`src/rtl/wdt_pkg.sv`:
```
`timescale 1ns/1ps
package wdt_pkg;

  localparam int unsigned FRAME_BYTES = 4096;
  localparam int unsigned FRAME_AW    = $clog2(FRAME_BYTES);
  localparam int unsigned BUS_AW      = FRAME_AW + 1;
  localparam int unsigned BUS_DW      = 32;
  localparam int unsigned CMP_VIEW_W  = 2 * BUS_DW;

  localparam logic [FRAME_AW-1:0] OFF_CTRL   = 12'h000;
  localparam logic [FRAME_AW-1:0] OFF_OFS    = 12'h008;
  localparam logic [FRAME_AW-1:0] OFF_CMP_LO = 12'h010;
  localparam logic [FRAME_AW-1:0] OFF_CMP_HI = 12'h014;
  localparam logic [FRAME_AW-1:0] OFF_IDENT  = 12'hFCC;
  localparam logic [FRAME_AW-1:0] OFF_KICK   = 12'h000;

  localparam int unsigned CTRL_EN_BIT  = 0;
  localparam int unsigned CTRL_WS0_BIT = 1;
  localparam int unsigned CTRL_WS1_BIT = 2;

  typedef enum logic [2:0] {
    SEL_NONE,
    SEL_CTRL,
    SEL_OFS,
    SEL_CMP_LO,
    SEL_CMP_HI,
    SEL_CID,
    SEL_KICK,
    SEL_RID
  } reg_sel_e;

  typedef struct packed {
    logic ctrl;
    logic ofs;
    logic kick;
  } wr_strobe_t;

  function automatic reg_sel_e decode_addr(input logic [BUS_AW-1:0] addr);
    logic [FRAME_AW-1:0] word;
    reg_sel_e sel;
    word = {addr[FRAME_AW-1:2], 2'b00};
    sel  = SEL_NONE;
    if (addr[BUS_AW-1]) begin
      case (word)
        OFF_KICK:  sel = SEL_KICK;
        OFF_IDENT: sel = SEL_RID;
        default:   sel = SEL_NONE;
      endcase
    end else begin
      case (word)
        OFF_CTRL:   sel = SEL_CTRL;
        OFF_OFS:    sel = SEL_OFS;
        OFF_CMP_LO: sel = SEL_CMP_LO;
        OFF_CMP_HI: sel = SEL_CMP_HI;
        OFF_IDENT:  sel = SEL_CID;
        default:    sel = SEL_NONE;
      endcase
    end
    return sel;
  endfunction

endpackage

```
`src/rtl/wdt_rst_sync.sv`:
```
`timescale 1ns/1ps
module wdt_rst_sync #(
  parameter int unsigned STAGES = 2
) (
  input  logic clk,
  input  logic arst_n,
  output logic rst_n
);

  logic [STAGES-1:0] sync_q;
  logic [STAGES-1:0] sync_d;

  always_comb begin
    sync_d = {sync_q[STAGES-2:0], 1'b1};
  end

  always_ff @(posedge clk or negedge arst_n) begin
    if (!arst_n) begin
      sync_q <= '0;
    end else begin
      sync_q <= sync_d;
    end
  end

  assign rst_n = sync_q[STAGES-1];

endmodule

```
`src/rtl/wdt_regif.sv`:
```
`timescale 1ns/1ps
module wdt_regif
  import wdt_pkg::*;
#(
  parameter int unsigned CNT_W   = 64,
  parameter int unsigned OFS_W   = 32,
  parameter logic [31:0] CTRL_ID = 32'h0000_0000,
  parameter logic [31:0] RFSH_ID = 32'h0000_0000
) (
  input  logic              clk,
  input  logic              rst_n,
  input  logic              req_valid,
  input  logic              req_write,
  input  logic [BUS_AW-1:0] req_addr,
  input  logic [BUS_DW-1:0] req_wdata,
  output logic [BUS_DW-1:0] rsp_rdata,
  output wr_strobe_t        wr_stb,
  output logic              wr_en_val,
  output logic [OFS_W-1:0]  wr_ofs_val,
  input  logic              st_en,
  input  logic              st_ws0,
  input  logic              st_ws1,
  input  logic [OFS_W-1:0]  st_ofs,
  input  logic [CNT_W-1:0]  st_cmp
);

  reg_sel_e                sel;
  logic                    do_wr;
  logic                    do_rd;
  logic [CMP_VIEW_W-1:0]   cmp_view;
  logic [BUS_DW-1:0]       rd_val;
  logic [BUS_DW-1:0]       rdata_q;

  assign sel        = decode_addr(req_addr);
  assign do_wr      = req_valid && req_write;
  assign do_rd      = req_valid && !req_write;
  assign cmp_view   = CMP_VIEW_W'(st_cmp);
  assign wr_en_val  = req_wdata[CTRL_EN_BIT];
  assign wr_ofs_val = req_wdata[OFS_W-1:0];

  // write strobes: one register at most per cycle
  always_comb begin
    wr_stb = '0;
    if (do_wr) begin
      case (sel)
        SEL_CTRL: wr_stb.ctrl = 1'b1;
        SEL_OFS:  wr_stb.ofs  = 1'b1;
        SEL_KICK: wr_stb.kick = 1'b1;
        default:  wr_stb      = '0;
      endcase
    end
  end

  // read mux
  always_comb begin
    rd_val = '0;
    case (sel)
      SEL_CTRL: begin
        rd_val[CTRL_EN_BIT]  = st_en;
        rd_val[CTRL_WS0_BIT] = st_ws0;
        rd_val[CTRL_WS1_BIT] = st_ws1;
      end
      SEL_OFS:    rd_val = BUS_DW'(st_ofs);
      SEL_CMP_LO: rd_val = cmp_view[BUS_DW-1:0];
      SEL_CMP_HI: rd_val = cmp_view[CMP_VIEW_W-1:BUS_DW];
      SEL_CID:    rd_val = CTRL_ID;
      SEL_RID:    rd_val = RFSH_ID;
      default:    rd_val = '0;
    endcase
  end

  always_ff @(posedge clk or negedge rst_n) begin
    if (!rst_n) begin
      rdata_q <= '0;
    end else if (do_rd) begin
      rdata_q <= rd_val;
    end
  end

  assign rsp_rdata = rdata_q;

  a_r11_single_strobe : assert property (@(posedge clk) disable iff (!rst_n)
    $onehot0(wr_stb));

  a_r3_rdata_holds : assert property (@(posedge clk) disable iff (!rst_n)
    !do_rd |=> $stable(rsp_rdata));

endmodule

```
`src/rtl/wdt_core.sv`:
```
`timescale 1ns/1ps
module wdt_core
  import wdt_pkg::*;
#(
  parameter int unsigned CNT_W = 64,
  parameter int unsigned OFS_W = 32
) (
  input  logic             clk,
  input  logic             rst_n,
  input  logic [CNT_W-1:0] count,
  input  wr_strobe_t       wr_stb,
  input  logic             wr_en_val,
  input  logic [OFS_W-1:0] wr_ofs_val,
  output logic             en,
  output logic             ws0,
  output logic             ws1,
  output logic [OFS_W-1:0] ofs,
  output logic [CNT_W-1:0] cmp
);

  logic             en_q,  en_d;
  logic             ws0_q, ws0_d;
  logic             ws1_q, ws1_d;
  logic [OFS_W-1:0] ofs_q;
  logic [CNT_W-1:0] cmp_q;
  logic [OFS_W-1:0] ofs_eff;
  logic [CNT_W-1:0] reload;
  logic             enable_rise;
  logic             disable_req;
  logic             restart;
  logic             reached;
  logic             cmp_ld;
  logic             ofs_ld;

  assign ofs_ld      = wr_stb.ofs;
  assign ofs_eff     = ofs_ld ? wr_ofs_val : ofs_q;
  assign reload      = count + CNT_W'(ofs_eff);
  assign enable_rise = wr_stb.ctrl && wr_en_val && !en_q;
  assign disable_req = wr_stb.ctrl && !wr_en_val;
  assign restart     = wr_stb.kick || wr_stb.ofs || enable_rise;
  assign reached     = en_q && (count >= cmp_q);

  // next state: disable, then restart, then timeout
  always_comb begin
    en_d   = en_q;
    ws0_d  = ws0_q;
    ws1_d  = ws1_q;
    cmp_ld = 1'b0;
    if (disable_req) begin
      en_d  = 1'b0;
      ws0_d = 1'b0;
      ws1_d = 1'b0;
    end else if (restart) begin
      if (enable_rise) begin
        en_d = 1'b1;
      end
      ws0_d  = 1'b0;
      ws1_d  = 1'b0;
      cmp_ld = 1'b1;
    end else if (reached) begin
      if (!ws0_q) begin
        ws0_d  = 1'b1;
        cmp_ld = 1'b1;
      end else begin
        ws1_d = 1'b1;
      end
    end
  end

  always_ff @(posedge clk or negedge rst_n) begin
    if (!rst_n) begin
      en_q  <= 1'b0;
      ws0_q <= 1'b0;
      ws1_q <= 1'b0;
    end else begin
      en_q  <= en_d;
      ws0_q <= ws0_d;
      ws1_q <= ws1_d;
    end
  end

  always_ff @(posedge clk or negedge rst_n) begin
    if (!rst_n) begin
      ofs_q <= '0;
    end else if (ofs_ld) begin
      ofs_q <= wr_ofs_val;
    end
  end

  always_ff @(posedge clk or negedge rst_n) begin
    if (!rst_n) begin
      cmp_q <= '0;
    end else if (cmp_ld) begin
      cmp_q <= reload;
    end
  end

  assign en  = en_q;
  assign ws0 = ws0_q;
  assign ws1 = ws1_q;
  assign ofs = ofs_q;
  assign cmp = cmp_q;

  a_r9_second_implies_first : assert property (@(posedge clk) disable iff (!rst_n)
    ws1_q |-> ws0_q);

  a_r6_disabled_quiet : assert property (@(posedge clk) disable iff (!rst_n)
    !en_q |-> (!ws0_q && !ws1_q));

  a_r4_kick_restarts : assert property (@(posedge clk) disable iff (!rst_n)
    wr_stb.kick |=> (!ws0_q && !ws1_q &&
                     cmp_q == CNT_W'($past(count) + CNT_W'($past(ofs_q)))));

  a_r8_first_stage_reload : assert property (@(posedge clk) disable iff (!rst_n)
    $rose(ws0_q) |-> (cmp_q == CNT_W'($past(count) + CNT_W'($past(ofs_q)))));

  a_r9_second_after_first : assert property (@(posedge clk) disable iff (!rst_n)
    $rose(ws1_q) |-> $past(ws0_q));

  a_r12_restart_wins : assert property (@(posedge clk) disable iff (!rst_n)
    (wr_stb.kick && en_q && count >= cmp_q) |=> !ws0_q);

endmodule

```
`src/rtl/wdt_twostage.sv`:
```
`timescale 1ns/1ps
module wdt_twostage
  import wdt_pkg::*;
#(
  parameter int unsigned CNT_W   = 64,
  parameter int unsigned OFS_W   = 32,
  parameter logic [31:0] CTRL_ID = 32'h5D07_0101,
  parameter logic [31:0] RFSH_ID = 32'h5D07_0102
) (
  input  logic              clk,
  input  logic              arst_n,
  input  logic [CNT_W-1:0]  sys_count,
  input  logic              req_valid,
  input  logic              req_write,
  input  logic [BUS_AW-1:0] req_addr,
  input  logic [BUS_DW-1:0] req_wdata,
  output logic [BUS_DW-1:0] rsp_rdata,
  output logic              wdog_warn,
  output logic              wdog_final
);

  logic             rst_n;
  wr_strobe_t       wr_stb;
  logic             wr_en_val;
  logic [OFS_W-1:0] wr_ofs_val;
  logic             st_en;
  logic             st_ws0;
  logic             st_ws1;
  logic [OFS_W-1:0] st_ofs;
  logic [CNT_W-1:0] st_cmp;

  wdt_rst_sync #(.STAGES(2)) u_rst (
    .clk    (clk),
    .arst_n (arst_n),
    .rst_n  (rst_n)
  );

  wdt_regif #(
    .CNT_W   (CNT_W),
    .OFS_W   (OFS_W),
    .CTRL_ID (CTRL_ID),
    .RFSH_ID (RFSH_ID)
  ) u_regif (
    .clk        (clk),
    .rst_n      (rst_n),
    .req_valid  (req_valid),
    .req_write  (req_write),
    .req_addr   (req_addr),
    .req_wdata  (req_wdata),
    .rsp_rdata  (rsp_rdata),
    .wr_stb     (wr_stb),
    .wr_en_val  (wr_en_val),
    .wr_ofs_val (wr_ofs_val),
    .st_en      (st_en),
    .st_ws0     (st_ws0),
    .st_ws1     (st_ws1),
    .st_ofs     (st_ofs),
    .st_cmp     (st_cmp)
  );

  wdt_core #(
    .CNT_W (CNT_W),
    .OFS_W (OFS_W)
  ) u_core (
    .clk        (clk),
    .rst_n      (rst_n),
    .count      (sys_count),
    .wr_stb     (wr_stb),
    .wr_en_val  (wr_en_val),
    .wr_ofs_val (wr_ofs_val),
    .en         (st_en),
    .ws0        (st_ws0),
    .ws1        (st_ws1),
    .ofs        (st_ofs),
    .cmp        (st_cmp)
  );

  assign wdog_warn  = st_ws0;
  assign wdog_final = st_ws1;

  a_r10_levels_follow : assert property (@(posedge clk) disable iff (!rst_n)
    (wdog_final |-> wdog_warn));

endmodule

```
`config.mk`:
```
export PLATFORM = sky130hd
export DESIGN_NAME = wdt_twostage
export DESIGN_NICKNAME = d
export VERILOG_FILES = /design/src/rtl/wdt_pkg.sv /design/src/rtl/wdt_rst_sync.sv /design/src/rtl/wdt_regif.sv /design/src/rtl/wdt_core.sv /design/src/rtl/wdt_twostage.sv
export SDC_FILE = /design/constraint.sdc
export NUM_CORES = 1
export LEC_CHECK = 0
export BUFFER_PORTS_ARGS = -buffer_cell sky130_fd_sc_hd__buf_2
export CORE_UTILIZATION = 45
export DETAILED_ROUTE_END_ITERATION = 16
export PLACE_DENSITY = 0.66
export SLEW_MARGIN = 15
export SYNTH_ARGS = -nofsm -noshare
export SYNTH_HDL_FRONTEND = slang
export SYNTH_SLANG_ARGS = --single-unit
```
`constraint.sdc`:
```
create_clock -name clk -period 4.5 [get_ports clk]
set_clock_uncertainty 0.05 [all_clocks]
set_input_delay 0.45 -clock clk [delete_from_list [all_inputs] [get_ports clk]]
set_output_delay 0.45 -clock clk [all_outputs]
set_load 0.05 [all_outputs]
```
======== Word-level counts from Yosys, hierarchy flattened ========
Cells that the tools add are included.
word-level totals
  bits in registers ....................... 133
  output and inout port bits .............. 34
  word-level logic and storage cells ...... 63
cells by class
  $add $sub $neg .......................... 1
  $lt $le $gt $ge ......................... 1
  equality and inequality tests ........... 11
  multiplexer cells ....................... 24
  reductions and logical operators ........ 19
operators by type and width
  kind                                                                     count
  29-bit one-hot mux with 4 select lines                                   1
  64-bit by 32-bit adder with 64-bit output                                1
  64-bit greater-or-equal comparator                                       1
  32-bit two-way mux                                                       1
  10-bit by 3-bit equality test with 1-bit output (second input constant)  2
  3-bit one-hot mux with 6 select lines                                    1
  1-bit two-way mux                                                        17
  3-bit one-hot mux with 5 select lines                                    1
  3-bit equality test (second input constant)                              4
  10-bit equality test (second input constant)                             1
  10-bit by 2-bit equality test with 1-bit output (second input constant)  1
  10-bit logical NOT                                                       1
  3-bit by 2-bit equality test with 1-bit output (second input constant)   2
  1-bit logical AND                                                        6
  3-bit two-way mux                                                        2
  3-bit one-hot mux with 2 select lines                                    1
  3-bit nonzero test                                                       2
  2-bit AND reduction                                                      2
  2-bit nonzero test                                                       2
  3-bit by 1-bit equality test with 1-bit output (second input constant)   1
  1-bit logical NOT                                                        3
  1-bit logical OR                                                         2
  2-bit OR reduction                                                       1

======== Longest topological paths before layout ========
Gate-level depths: netlist of the first run.
  depth after elaboration ................. 11
  gate-level depth with buffers ........... 19
  gate-level depth less buffers ........... 17

======== Cells and area by module ========
From an unflattened synthesis of the first run, not the netlist that was laid out.
unflattened totals
  cell total of the unflattened synthesis .. 1067
  area, all modules ....................... 9987.1 µm²
modules (own cells, without submodules)
  module        times used  cells an instance  area each (µm²)  sequential area each (µm²)
  wdt_core      1           799                7634.8           2477.4
  wdt_regif     1           265                2298.5           800.8
  wdt_rst_sync  1           3                  53.8             50.0

======== Worst setup path after synthesis of the first run ========
No wires, ideal clock.
  path kind ............................... input to register
  start point ............................. input req_addr[9]
  end point ............................... register u_core.cmp_q[51], in the netlist u_core.cmp[51]
  setup time .............................. 0.082 ns
  data arrival time ....................... 5.279 ns
  required time ........................... 4.368 ns
  path slack .............................. -0.911 ns
  stages on the path ...................... 17
  path through ............................ or4_1 > or4_4 > or3_1 > nor3_1 > buf_2 > mux2_2 > ha_1 > a21o_1 > a31o_2 > a311oi_1 > nor4_1 > o21ai_1 > o31ai_1 > a31oi_1 > clkbuf_1 > or4_1 > a31oi_1
RTL lines
  what                                                                                            line                          text
  from (decl)                                                                                     wdt_twostage.sv:15            input logic [BUS_AW-1:0] req_addr,
  10-bit equality test (tied with other cells)                                                    wdt_pkg.sv:44, wdt_pkg.sv:50
  3-bit one-hot mux with 5 select lines or 3-bit one-hot mux with 2 select lines (tied branches)  wdt_pkg.sv:50, wdt_pkg.sv:44
  3-bit two-way mux *                                                                             wdt_pkg.sv:43                 if (addr[BUS_AW-1]) begin
  3-bit by 2-bit equality test with 1-bit output *                                                wdt_regif.sv:45               case (sel)
  1-bit two-way mux *                                                                             wdt_regif.sv:45
  3-bit two-way mux *                                                                             wdt_regif.sv:44               if (do_wr) begin
  32-bit two-way mux *                                                                            --
  via u_core.ofs_eff[4]                                                                           wdt_core.sv:26                logic [OFS_W-1:0] ofs_eff;
  64-bit by 32-bit adder with 64-bit output *                                                     wdt_core.sv:37                assign reload = count + CNT_W'(ofs_eff);
  to (signal assigned)                                                                            wdt_core.sv:94                cmp_q <= reload;
  to (decl)                                                                                       wdt_core.sv:25                logic [CNT_W-1:0] cmp_q;
The timed path passes the listed nets; every way through them passes the cells marked *.
A chain may end at the register's enable or synchronous reset.

======== Worst setup path in the final report of the first run ========
  start point ............................. input req_addr[9]
  end point ............................... register u_core.cmp_q[23], in the netlist u_core.cmp[23]
The elaborated chain is that of the path after synthesis.

==> Flow_metrics.wiki, run 1 <==
{| class="wikitable"
! Metric !! Value
|-
| Floorplan Core Area || 20,300 um^2
|-
| Via count of the first global-routing pass || 9,061
|-
| Largest net degree at the start of global routing || 77
|-
| Portion of total power attributed to sequential cells || 39.5%
|-
| Critical path's largest stage delay || 500 ps
|-
| FF-to-FF Start || u_core.cmp[47]
|-
| Fraction of post-synthesis cell area in the top cell type by area || 35.6%
|-
| Cell with the largest stage delay on the worst path || or4_1
|-
| Tightest Pin Transition || 954 ps
|-
| Number of buffers added on ports || 144
|-
| Unrepaired setup endpoints after global routing || true
|-
| Distinct cell type count of the synthesized netlist || 57
|-
| Number of flops mapped to enable cells by yosys || 0
|-
| Status || complete, but fails checks
|-
| Wire length of the first global-routing pass || 48.7 mm
|-
| TritonCTS clock tree || done
|-
| Crit Path Class || in2reg
|-
| Launching element type of the critical path || input pin
|-
| Post-Place Cells || 1,544
|-
| Fraction of layout instances using a drive strength above 1 || 33.5%
|-
| Top cell types by occurrence after synthesis || dfrtp_1 (133), nand2_1 (110), a21oi_1 (97)
|-
| Final setup slack of the worst path || -210 ps
|-
| Utilization after layout || 63.3%
|-
| Top post-synthesis cells by area || dfrtp_1 (36%), ha_1 (13%), a21oi_1 (5.2%), o21ai_0 (4.9%), nand2_1 (4.4%)
|-
| Wire length after detailed routing || 31.6 mm
|-
| Vias per std cell || 5.82
|-
| Combinational Power Share || 18.2%
|-
| Peak VDD IR || 0.218 mV
|-
| Worst setup EP type || register
|-
| Count of final max-slew check failures || 0
|-
| Post-DP HPWL || 23.0 mm
|-
| Final setup TNS || -3860 ps
|-
| Root Buffer Master || clkbuf_16
|-
| Pwr per Cell Area || 277 nW/um^2
|-
| Static leakage || 5.95 nW
|-
| Fillers || 1,741
|-
| Register bit total from synthesis || 133
|-
| Period Utilization, post-route || 105%
|-
| Number of cells in the finished layout apart from fillers || 1,607
|-
| Diodes inserted || 0
|-
| Buffer levels on the longest clock path || 2
|-
| Crit path time final || 4710 ps
|-
| Number of standard cells after synthesis || 1,068
|-
| Worst setup path start || req_addr[9]
|-
| Net count of the mapped netlist || 1,278
|-
| Sink count of the clock tree || 133
|-
| Worst path bufs/invs || 7
|-
| Congestion Overflow GR || 0
|-
| Total die area || 21,400 um^2
|-
| Worst Hold Class || in2reg
|-
| Switching pwr || 1.08 mW
|-
| Remaining max-slew budget at the tightest pin || 36.4%
|-
| Final net count || 1,534
|-
| Die Height || 146 um
|-
| Count leader, synth || dfrtp_1
|-
| Reported max-cap violation count || 0
|-
| Average cell area after synthesis || 8.75 um^2
|-
| Top Ports || 147
|-
| Starting DRC count in detailed routing || 672
|-
| Antenna violations before repair || 1
|-
| Number of clock buffers inserted by TritonCTS || 17
|-
| Post-placement setup slack || -736 ps
|-
| Post-route design area || 12,800 um^2
|-
| Later-pin clock latency in the skew report || 430 ps
|-
| Warning count from the yosys run || 0
|-
| Post-DR wirelength/cell || 19.7 um
|-
| CP delay by family, top || simple AND/OR/NAND/NOR gates
|-
| Area overhead of the layout relative to synthesis || 37.3%
|-
| Global-route usage over all layers || 29.6%
|-
| Async SR Flop Fraction || 100%
|-
| Final antenna-violating net count || 0
|-
| Final Hold Slack || 223 ps
|-
| H-Tree Level Count || 4
|-
| Die Width || 146 um
|-
| R2r setup slk || 820 ps
|-
| Data arrival at the endpoint of the critical path || 4960 ps
|-
| Required arrival time at the worst endpoint || 4750 ps
|-
| Overall power consumption || 3.56 mW
|-
| Initial core utilization || 46.1%
|-
| CP Max Fanout || 8
|-
| Post-detailed-placement cell area || 11,200 um^2
|-
| Worst path cell trace || buf_6 -> or4_1 -> or4_4 -> or3_4 -> nor3_4 -> buf_6 -> buf_12 -> buf_6 -> mux2_4 -> ha_4 -> a21o_1 -> a31o_4 -> a311oi_4 -> nor4_4 -> o21ai_2 -> buf_4 -> buf_6 -> o21ai_4 -> a21o_1 -> buf_4 -> xnor2_2 -> a21oi_1
|-
| Switching fraction of total power || 30.4%
|-
| Final hold violation count || 0
|-
| Origin of the worst min-delay path || req_wdata[27]
|-
| Post-synth top flop || dfrtp_1
|-
| Post-synthesis cell area || 9350 um^2
|-
| Routability congestion estimate || 0.945
|-
| Fraction of power consumed by the clock network || 42.3%
|-
| Endpoints failing setup || 37
|-
| Clock transition at the register clock pins on the worst setup and hold paths after CTS || 60 ps
|-
| Routed via count || 9,354
|-
| Failing checks || setup timing
|-
| Pre-antenna DRT Iters || 8
|-
| DRC violation count after routing || 0
|-
| Post-synthesis cell type with the largest combined area || dfrtp_1
|-
| Seq/Total Area, Yosys || 35.6%
|-
| Cell repeated most along the worst path || buf_6
|-
| Int Power || 2.48 mW
|-
| Maximum frequency from static timing analysis || 212 MHz
|-
| Site Rows || 52
|}
## cell families (layout without fill, tap and decap cells)
logic type,after synthesis,count (layout),synth area share [%]
multiplexers,34,34,4.07
AO/OA/AOI/OAI,328,328,22.2
AND/OR/NAND/NOR,307,307,15.7
adder cells (fa/ha/maj),97,97,13.1
other,1,1,0.0401
flip-flops,133,133,35.6
buffers and inverters,124,393,5.18
XOR/XNOR,44,44,4.12
## routing by layer
| metal | share of wire, % | routed length [um] | track usage (%) | vias up |
|---|---|---|---|---|
| met1 | 44 | 13800 | 40.6 | 4513 |
| met3 | 8.4 | 2650 | 7.06 | 44 |
| met5 | 0 | 0 | 0 | - |
| met2 | 46 | 14500 | 46.5 | 360 |
| li1 | - | - | - | 4437 |
| met4 | 2.1 | 662 | 8.44 | 0 |
## flip-flops by register name (all words and copies together) (netlist names)
register	count
u_core.en	1
u_core.ws0	1
u_core.cmp	64
u_regif.rsp_rdata	32
u_rst.sync_q	2
u_core.ws1	1
u_core.ofs	32
## placed cells by master, fill, tap and decap left out, types with 9 or more instances in the layout
cell type  instances
dfrtp_1          132
o31ai_1            9
buf_4            113
a222oi_1          23
inv_1             77
buf_2            142
a21oi_1           78
o21ai_0           69
nand4_1           22
nand3_1           22
a21o_1            20
ha_4              17
xnor2_1           32
a31oi_1           15
o21ai_1           14
buf_6             21
a21oi_2           13
mux2_2            24
nor2_1            73
clkbuf_16         17
a221o_1           11
ha_1              75
o211ai_1          11
nand2_1          106
or3_1             14
## worst reg2reg max path, delay by kind of cell (launching register included)
kind,cells,cell delay (ps)
simple gates,5,1750
buf+inv,2,520
flops,1,450
fa+ha+maj,1,310
compound gates,2,280
mux,1,240
## worst paths after layout
kind | end | depth (start not counted)
max | u_core.cmp[23] | 22
min | u_core.ofs[27] | 2
max reg2reg | u_core.cmp[25] | 11
min reg2reg | u_rst.sync_q[1] | 0
max in group asynchronous | u_core.cmp[15] | 1
min in group asynchronous | u_rst.sync_q[1] | 2
## power groups by stage
stage / sequential [mW] / combinational (mW) / clock, mW
3_5_place_dp: 1.42 / 0.602 / 0
6_report: 1.41 / 0.646 / 1.51
5_1_grt: 1.42 / 0.727 / 1.57
2_1_floorplan: 1.38 / 0.375 / 0
3_3_place_gp: 1.42 / 0.591 / 0
4_1_cts: 1.40 / 0.623 / 1.52
## timing repair
action,CTS,global route
hold endpoints to repair,2,0
setup buffers,14,14
resized for setup,78,74
hold buffers,1,0
cloned,3,0
pin swaps,28,42
endpoints found under the setup margin,40,49
## cell type report
cell class | instances | area (um^2) | area share, %
Sequential cell | 133 | 3330 | 25.9
Multi-Input combinational cell | 811 | 6310 | 49.2
Clock inverter | 14 | 189 | 1.47
Timing Repair Buffer | 284 | 1940 | 15.1
Inverter | 77 | 289 | 2.25
Tap cell | 270 | 338 | 2.63
Clock buffer | 18 | 439 | 3.42
Power figures use the tool's default switching activity.
==> inputs of run 2 (changes only) <==
PLACE_DENSITY = 0.67   (was 0.66)
==> Flow_metrics.wiki, run 2 (synthesis gave the netlist of run 1 again) <==
{| class="wikitable"
! Metric !! Value
|-
| Worst Hold Class || in2reg
|-
| Launching element type of the critical path || input pin
|-
| Wire length after detailed routing || 31.3 mm (-0.97%)
|-
| Post-DR wirelength/cell || 19.6 um (-0.54%)
|-
| Total die area || 21,400 um^2 (unchanged)
|-
| Diodes inserted || 0 (unchanged)
|-
| Tightest Pin Transition || 897 ps (-57.1 ps)
|-
| Congestion Overflow GR || 0 (unchanged)
|-
| Worst path cell trace || buf_6 -> or4_4 -> or4_4 -> or3_4 -> nor3_4 -> buf_6 -> buf_12 -> buf_8 -> mux2_4 -> ha_4 -> and3_1 -> buf_4 -> nand2_2 -> o31ai_4 -> a31oi_4 -> buf_6 -> buf_6 -> or3_1 -> a31oi_1
|-
| Data arrival at the endpoint of the critical path || 4930 ps (-30 ps)
|-
| Worst path bufs/invs || 7 (unchanged)
|-
| DRC violation count after routing || 0 (unchanged)
|-
| Static leakage || 5.89 nW (-0.92%)
|-
| Final Hold Slack || 230 ps (+7.41 ps)
|-
| Crit path time final || 4630 ps (-81.6 ps)
|-
| Buffer levels on the longest clock path || 2 (unchanged)
|-
| Pwr per Cell Area || 267 nW/um^2 (-3.8%)
|-
| Maximum frequency from static timing analysis || 216 MHz (+1.8%)
|-
| Largest net degree at the start of global routing || 63 (-18%)
|-
| Switching pwr || 1.06 mW (-2.0%)
|-
| Cell repeated most along the worst path || buf_6
|-
| Site Rows || 52 (unchanged)
|-
| CP delay by family, top || simple AND/OR/NAND/NOR gates
|-
| Most frequent standard cell in the layout excluding fill and tap cells || buf_2
|-
| Peak VDD IR || 0.241 mV (+11%)
|-
| Required arrival time at the worst endpoint || 4800 ps (+50 ps)
|-
| Pre-antenna DRT Iters || 6 (-2)
|-
| Final net count || 1,527 (-0.46%)
|-
| Number of buffers added on ports || 144 (unchanged)
|-
| Period Utilization, post-route || 103% (-1.8 points)
|-
| CP Max Fanout || 7 (-1)
|-
| Number of clock buffers inserted by TritonCTS || 17 (unchanged)
|-
| Area overhead of the layout relative to synthesis || 37.7%
|-
| Cell with the largest stage delay on the worst path || or4_4
|-
| Final hold violation count || 0 (unchanged)
|-
| Endpoints failing setup || 17 (-54%)
|-
| Fraction of power consumed by the clock network || 40.0% (-2.3 points)
|-
| Commonest cells after routing, fill and taps aside || buf_2 (143), dfrtp_1 (132), buf_4 (110), nand2_1 (102), inv_1 (76)
|-
| Crit Path Class || in2reg
|-
| Remaining max-slew budget at the tightest pin || 40.2% (+3.8 points)
|-
| Portion of total power attributed to sequential cells || 40.9% (+1.4 points)
|-
| Unrepaired setup endpoints after global routing || true
|-
| Global-route usage over all layers || 29.7% (+0.031 points)
|-
| H-Tree Level Count || 4 (unchanged)
|-
| Critical path's largest stage delay || 510 ps (about the same)
|-
| Failing checks || setup timing
|-
| Routed via count || 9,349 (-0.053%)
|-
| Top Ports || 147 (unchanged)
|-
| Later-pin clock latency in the skew report || 430 ps (about the same)
|-
| Initial core utilization || 46.1% (unchanged)
|-
| Routability congestion estimate || 0.902 (-4.6%)
|-
| Floorplan Core Area || 20,300 um^2 (unchanged)
|-
| Count of final max-slew check failures || 0 (unchanged)
|-
| Wire length of the first global-routing pass || 48.9 mm (+0.57%)
|-
| Die Height || 146 um (unchanged)
|-
| Post-route design area || 12,900 um^2 (+0.24%)
|-
| Combinational Power Share || 19.1% (+0.9 points)
|-
| Root Buffer Master || clkbuf_16
|-
| Via count of the first global-routing pass || 9,086 (+0.28%)
|-
| Clock transition at the register clock pins on the worst setup and hold paths after CTS || 60 ps (about the same)
|-
| Number of flip-flops under the largest register name || 64 (unchanged)
|-
| Fraction of layout instances using a drive strength above 1 || 34.4% (+0.85 points)
|-
| Sink count of the clock tree || 133 (unchanged)
|-
| Final setup slack of the worst path || -129 ps (+81.6 ps)
|-
| Vias per std cell || 5.84 (+0.38%)
|-
| Post-DP HPWL || 22.9 mm (-0.30%)
|-
| Final antenna-violating net count || 0 (unchanged)
|-
| TritonCTS clock tree || done
|-
| Starting DRC count in detailed routing || 663 (-1.3%)
|-
| Reported max-cap violation count || 0 (unchanged)
|-
| Status || complete, but fails checks
|-
| Switching fraction of total power || 30.9% (+0.50 points)
|-
| Die Width || 146 um (unchanged)
|-
| Worst setup EP type || register
|-
| Antenna violations before repair || 3 (+2)
|-
| Int Power || 2.37 mW (-4.2%)
|-
| Post-detailed-placement cell area || 11,200 um^2 (+0.11%)
|}
==> run 2: worst paths after layout <==
kind	depth (start not counted)	end	slack, ps	from
setup / recovery	19	u_core.cmp[41]	-130	req_addr[9]
hold / removal	2	u_core.ofs[26]	230	req_wdata[26]
setup reg to reg	11	u_core.cmp[33]	650	u_core.cmp[47]
hold reg to reg	0	u_rst.sync_q[1]	300	u_rst.sync_q[0]
max in group asynchronous	1	u_core.ofs[20]	2970	u_rst.sync_q[1]
min in group asynchronous	2	u_rst.sync_q[1]	280	arst_n
==> run 2: power by group through the flow <==
stage                     sequential, mW  combinational (mW)  clock, mW
after floorplan                     1.38               0.375          0
after global placement              1.42               0.583          0
after detailed placement            1.42               0.598          0
after CTS                           1.40               0.630       1.38
after global routing                1.42               0.738       1.43
final                               1.41               0.655       1.37
==> run 2: what timing repair did <==
item                                    in CTS  in global routing
pin swaps                                   31                 36
gates resized for setup                    100                 68
hold endpoints to repair                     2                  0
endpoints found under the setup margin      37                 46
gates cloned                                 2                  1
hold buffers                                 1                  0
buffers inserted                            10                  9
==> run 2: worst register-to-register path: cells and delay by family, from the launching register on <==
family | cells | cell delay (ps)
AND/OR/NAND/NOR | 6 | 2410
flip-flops | 1 | 440
AO/OA/AOI/OAI | 3 | 430
buffers and inverters | 1 | 70
adder cells (fa/ha/maj) | 1 | 330
==> run 2: per-layer routing <==
layer  global-route usage [%]  vias to the layer above  part of all wire (%)
met2                     46.3                      378                    45
met1                     39.5                     4503                    44
met3                     8.53                       45                   8.7
met5                        0                        -                 0.083
li1                         -                     4419                     -
met4                     9.58                        4                   1.9
==> run 2: cell type report <==
type	instances	area, um^2
clock buffers	19	453
clock inverters	13	126
fillers	1713	7430
inverters	77	289
multi-input cells	811	6450
flip-flops and latches	133	3330
well taps	270	338
repair buffers	277	1890
==> run 2: through the flow <==
step	setup slack (ps)	std cells	setup TNS [ps]	util (%)	power (mW)
floorplan	-400	1068	-10300	-	1.75
global placement	-631	1549	-23170	55.3	2.00
detailed placement	-720	1549	-26520	55.3	2.02
CTS	-94.1	1593	-361	61.8	3.41
global route	-257	1600	-4850	63.4	3.58
finish	-129	1600	-849	63.4	3.43
==> inputs of run 3 (changes only) <==
clock period = 5.9 ns   (was 4.5 ns; I/O delays follow)
==> Flow_metrics.wiki, run 3 (synthesis gave the netlist of run 1 again) <==
{| class="wikitable"
! Metric !! Value
|-
| Unrepaired setup endpoints after global routing || false
|-
| Routed via count || 8,733 (-6.6%)
|-
| Largest net degree at the start of global routing || 56 (-11%)
|-
| Pwr per Cell Area || 240 nW/um^2 (-10%)
|-
| Via count of the first global-routing pass || 8,508 (-6.4%)
|-
| Die Width || 146 um (unchanged)
|-
| DRC violation count after routing || 0 (unchanged)
|-
| CP delay by family, top || simple AND/OR/NAND/NOR gates
|-
| Area taken by multi-input logic gates || 5570 um^2 (-14%)
|-
| Post-DR wirelength/cell || 18.8 um (-4.1%)
|-
| GR Layer Usage met3 || 3.56% (-5.0 points)
|-
| H-Tree Level Count || 4 (unchanged)
|-
| Reported max-cap violation count || 0 (unchanged)
|-
| Post-DP HPWL || 21.2 mm (-7.4%)
|-
| Starting DRC count in detailed routing || 715 (+7.8%)
|-
| Pre-antenna DRT Iters || 5 (-1)
|-
| Worst path cell trace || buf_2 -> or4_1 -> or4_4 -> or3_1 -> nor3_2 -> buf_4 -> buf_12 -> mux2_2 -> ha_1 -> nand4_1 -> nor4_1 -> o21ai_1 -> o31ai_1 -> a31oi_1 -> buf_12 -> or4_1 -> a31oi_1
|-
| Routability congestion estimate || 0.958 (+6.2%)
|-
| Top Ports || 147 (unchanged)
|-
| Final antenna-violating net count || 0 (unchanged)
|-
| Final setup TNS || 0 ps (+849 ps)
|-
| Area overhead of the layout relative to synthesis || 19.0%
|-
| Global-route met2 utilization || 43.9% (-2.4 points)
|-
| Post-Place Cells || 1,462 (-5.6%)
|-
| Critical path's largest stage delay || 510 ps (about the same)
|-
| Tightest Pin Transition || 958 ps (+61.5 ps)
|-
| Global-route usage over all layers || 26.8% (-2.9 points)
|-
| Maximum frequency from static timing analysis || 184 MHz
|-
| Required arrival time at the worst endpoint || 6180 ps (+1380 ps)
|-
| Final Hold Slack || 174 ps (-56.6 ps)
|-
| Commonest cells after routing, fill and taps aside || buf_2 (144), dfrtp_1 (132), nand2_1 (109), a21oi_1 (97), ha_1 (96)
|-
| Later-pin clock latency in the skew report || 430 ps (about the same)
|-
| Total die area || 21,400 um^2 (unchanged)
|-
| Postcts setup bufs || 0 (-10)
|-
| Initial core utilization || 46.1% (unchanged)
|-
| Congestion Overflow GR || 0 (unchanged)
|-
| Flip-flop and latch area || 3330 um^2 (unchanged)
|-
| Cell with the largest stage delay on the worst path || or4_1
|-
| Crit path time final || 5440 ps
|-
| Status || completed
|-
| Worst setup EP type || register
|-
| Crit Path Class || in2reg
|-
| Number of clock buffers inserted by TritonCTS || 17 (unchanged)
|-
| Site Rows || 52 (unchanged)
|-
| Antenna violations before repair || 2 (-1)
|-
| Met1 global-route usage || 37.2% (-2.3 points)
|-
| Final net count || 1,422 (-6.9%)
|-
| Fillers || 1,908 (+11%)
|-
| Remaining max-slew budget at the tightest pin || 36.0% (-4.2 points)
|-
| Number of cells in the finished layout apart from fillers || 1,498 (-6.4%)
|-
| Data arrival at the endpoint of the critical path || 5720 ps (+790 ps)
|-
| Period Utilization, post-route || 92.2%
|-
| Peak VDD IR || 0.194 mV (-19%)
|-
| Endpoints failing setup || 0 (-17)
|-
| Top Usage Layer GRT || met2
|-
| Count of final max-slew check failures || 0 (unchanged)
|-
| Worst Hold Class || reg2async
|-
| Launching element type of the critical path || input pin
|-
| Vias per std cell || 5.83 (-0.23%)
|-
| Clock transition at the register clock pins on the worst setup and hold paths after CTS || 60 ps (about the same)
|-
| Wire length after detailed routing || 28.1 mm (-10%)
|-
| CP Max Fanout || 24 (+17)
|-
| Wire length of the first global-routing pass || 44.7 mm (-8.6%)
|-
| Final hold violation count || 0 (unchanged)
|-
| Root Buffer Master || clkbuf_16
|-
| R2r setup slk || 1700 ps (+1050 ps)
|-
| Most frequent standard cell in the layout excluding fill and tap cells || buf_2
|-
| TritonCTS clock tree || done
|-
| Buffer levels on the longest clock path || 2 (unchanged)
|-
| Die Height || 146 um (unchanged)
|-
| Worst path bufs/invs || 4 (-3)
|-
| Number of flip-flops under the largest register name || 64 (unchanged)
|-
| Fraction of layout instances using a drive strength above 1 || 20.2% (-14 points)
|-
| Sink count of the clock tree || 133 (unchanged)
|-
| Static leakage || 5.24 nW (-11%)
|-
| Overall power consumption || 2.67 mW (-22%)
|-
| Number of buffers added on ports || 144 (unchanged)
|-
| Floorplan Core Area || 20,300 um^2 (unchanged)
|}
run 3: layout make-up:
| cell class | instances | area share, % |
|---|---|---|
| Clock buffer | 21 | 4.14 |
| Tap cell | 270 | 3.04 |
| Inverter | 77 | 2.60 |
| Timing Repair Buffer | 172 | 8.62 |
| Sequential cell | 133 | 30.0 |
| Multi-Input combinational cell | 811 | 50.0 |
| Antenna cell | 3 | 0.0675 |
| Clock inverter | 11 | 1.55 |
run 3: power breakdown:
| part | switching [mW] | internal, mW | total (mW) |
|---|---|---|---|
| registers | 0.0779 | 0.983 | 1.06 |
| clock network | 0.425 | 0.732 | 1.16 |
| logic | 0.261 | 0.187 | 0.448 |
run 3: path summary, 6_finish.rpt:
kind / from / to / cells past startpoint
min reg2reg: u_rst.sync_q[1] / u_core.ofs[24] / 0
max reg2reg: u_core.cmp[47] / u_core.cmp[1] / 12
max: req_addr[9] / u_core.cmp[51] / 17
min: u_rst.sync_q[1] / u_core.ofs[24] / 0
min in group clk: u_rst.sync_q[0] / u_rst.sync_q[1] / 0
max in group asynchronous: u_rst.sync_q[1] / u_core.ws1 / 1
run 3: per-layer routing:
layer  up-vias  share of wire, %
li1       4192                 -
met5         -                 0
met4         0               1.7
met3        31               6.4
met2       291                46
met1      4219                46
run 3: what timing repair did:
action	4_1_cts	5_1_grt
gates resized for setup	0	0
endpoints found under the hold margin	2	0
hold buffers	1	0
run 3: stage by stage:
| stage | utilization [%] | worst slack [ps] | instance area, um^2 |
|---|---|---|---|
| global route | 54.8 | 152 | 11100 |
| floorplan | - | 349 | 9350 |
| detailed placement | 51.6 | 72.0 | 10500 |
| CTS | 54.8 | 484 | 11100 |
| finish | 54.8 | 461 | 11100 |
| global placement | 51.6 | 95.9 | 10500 |
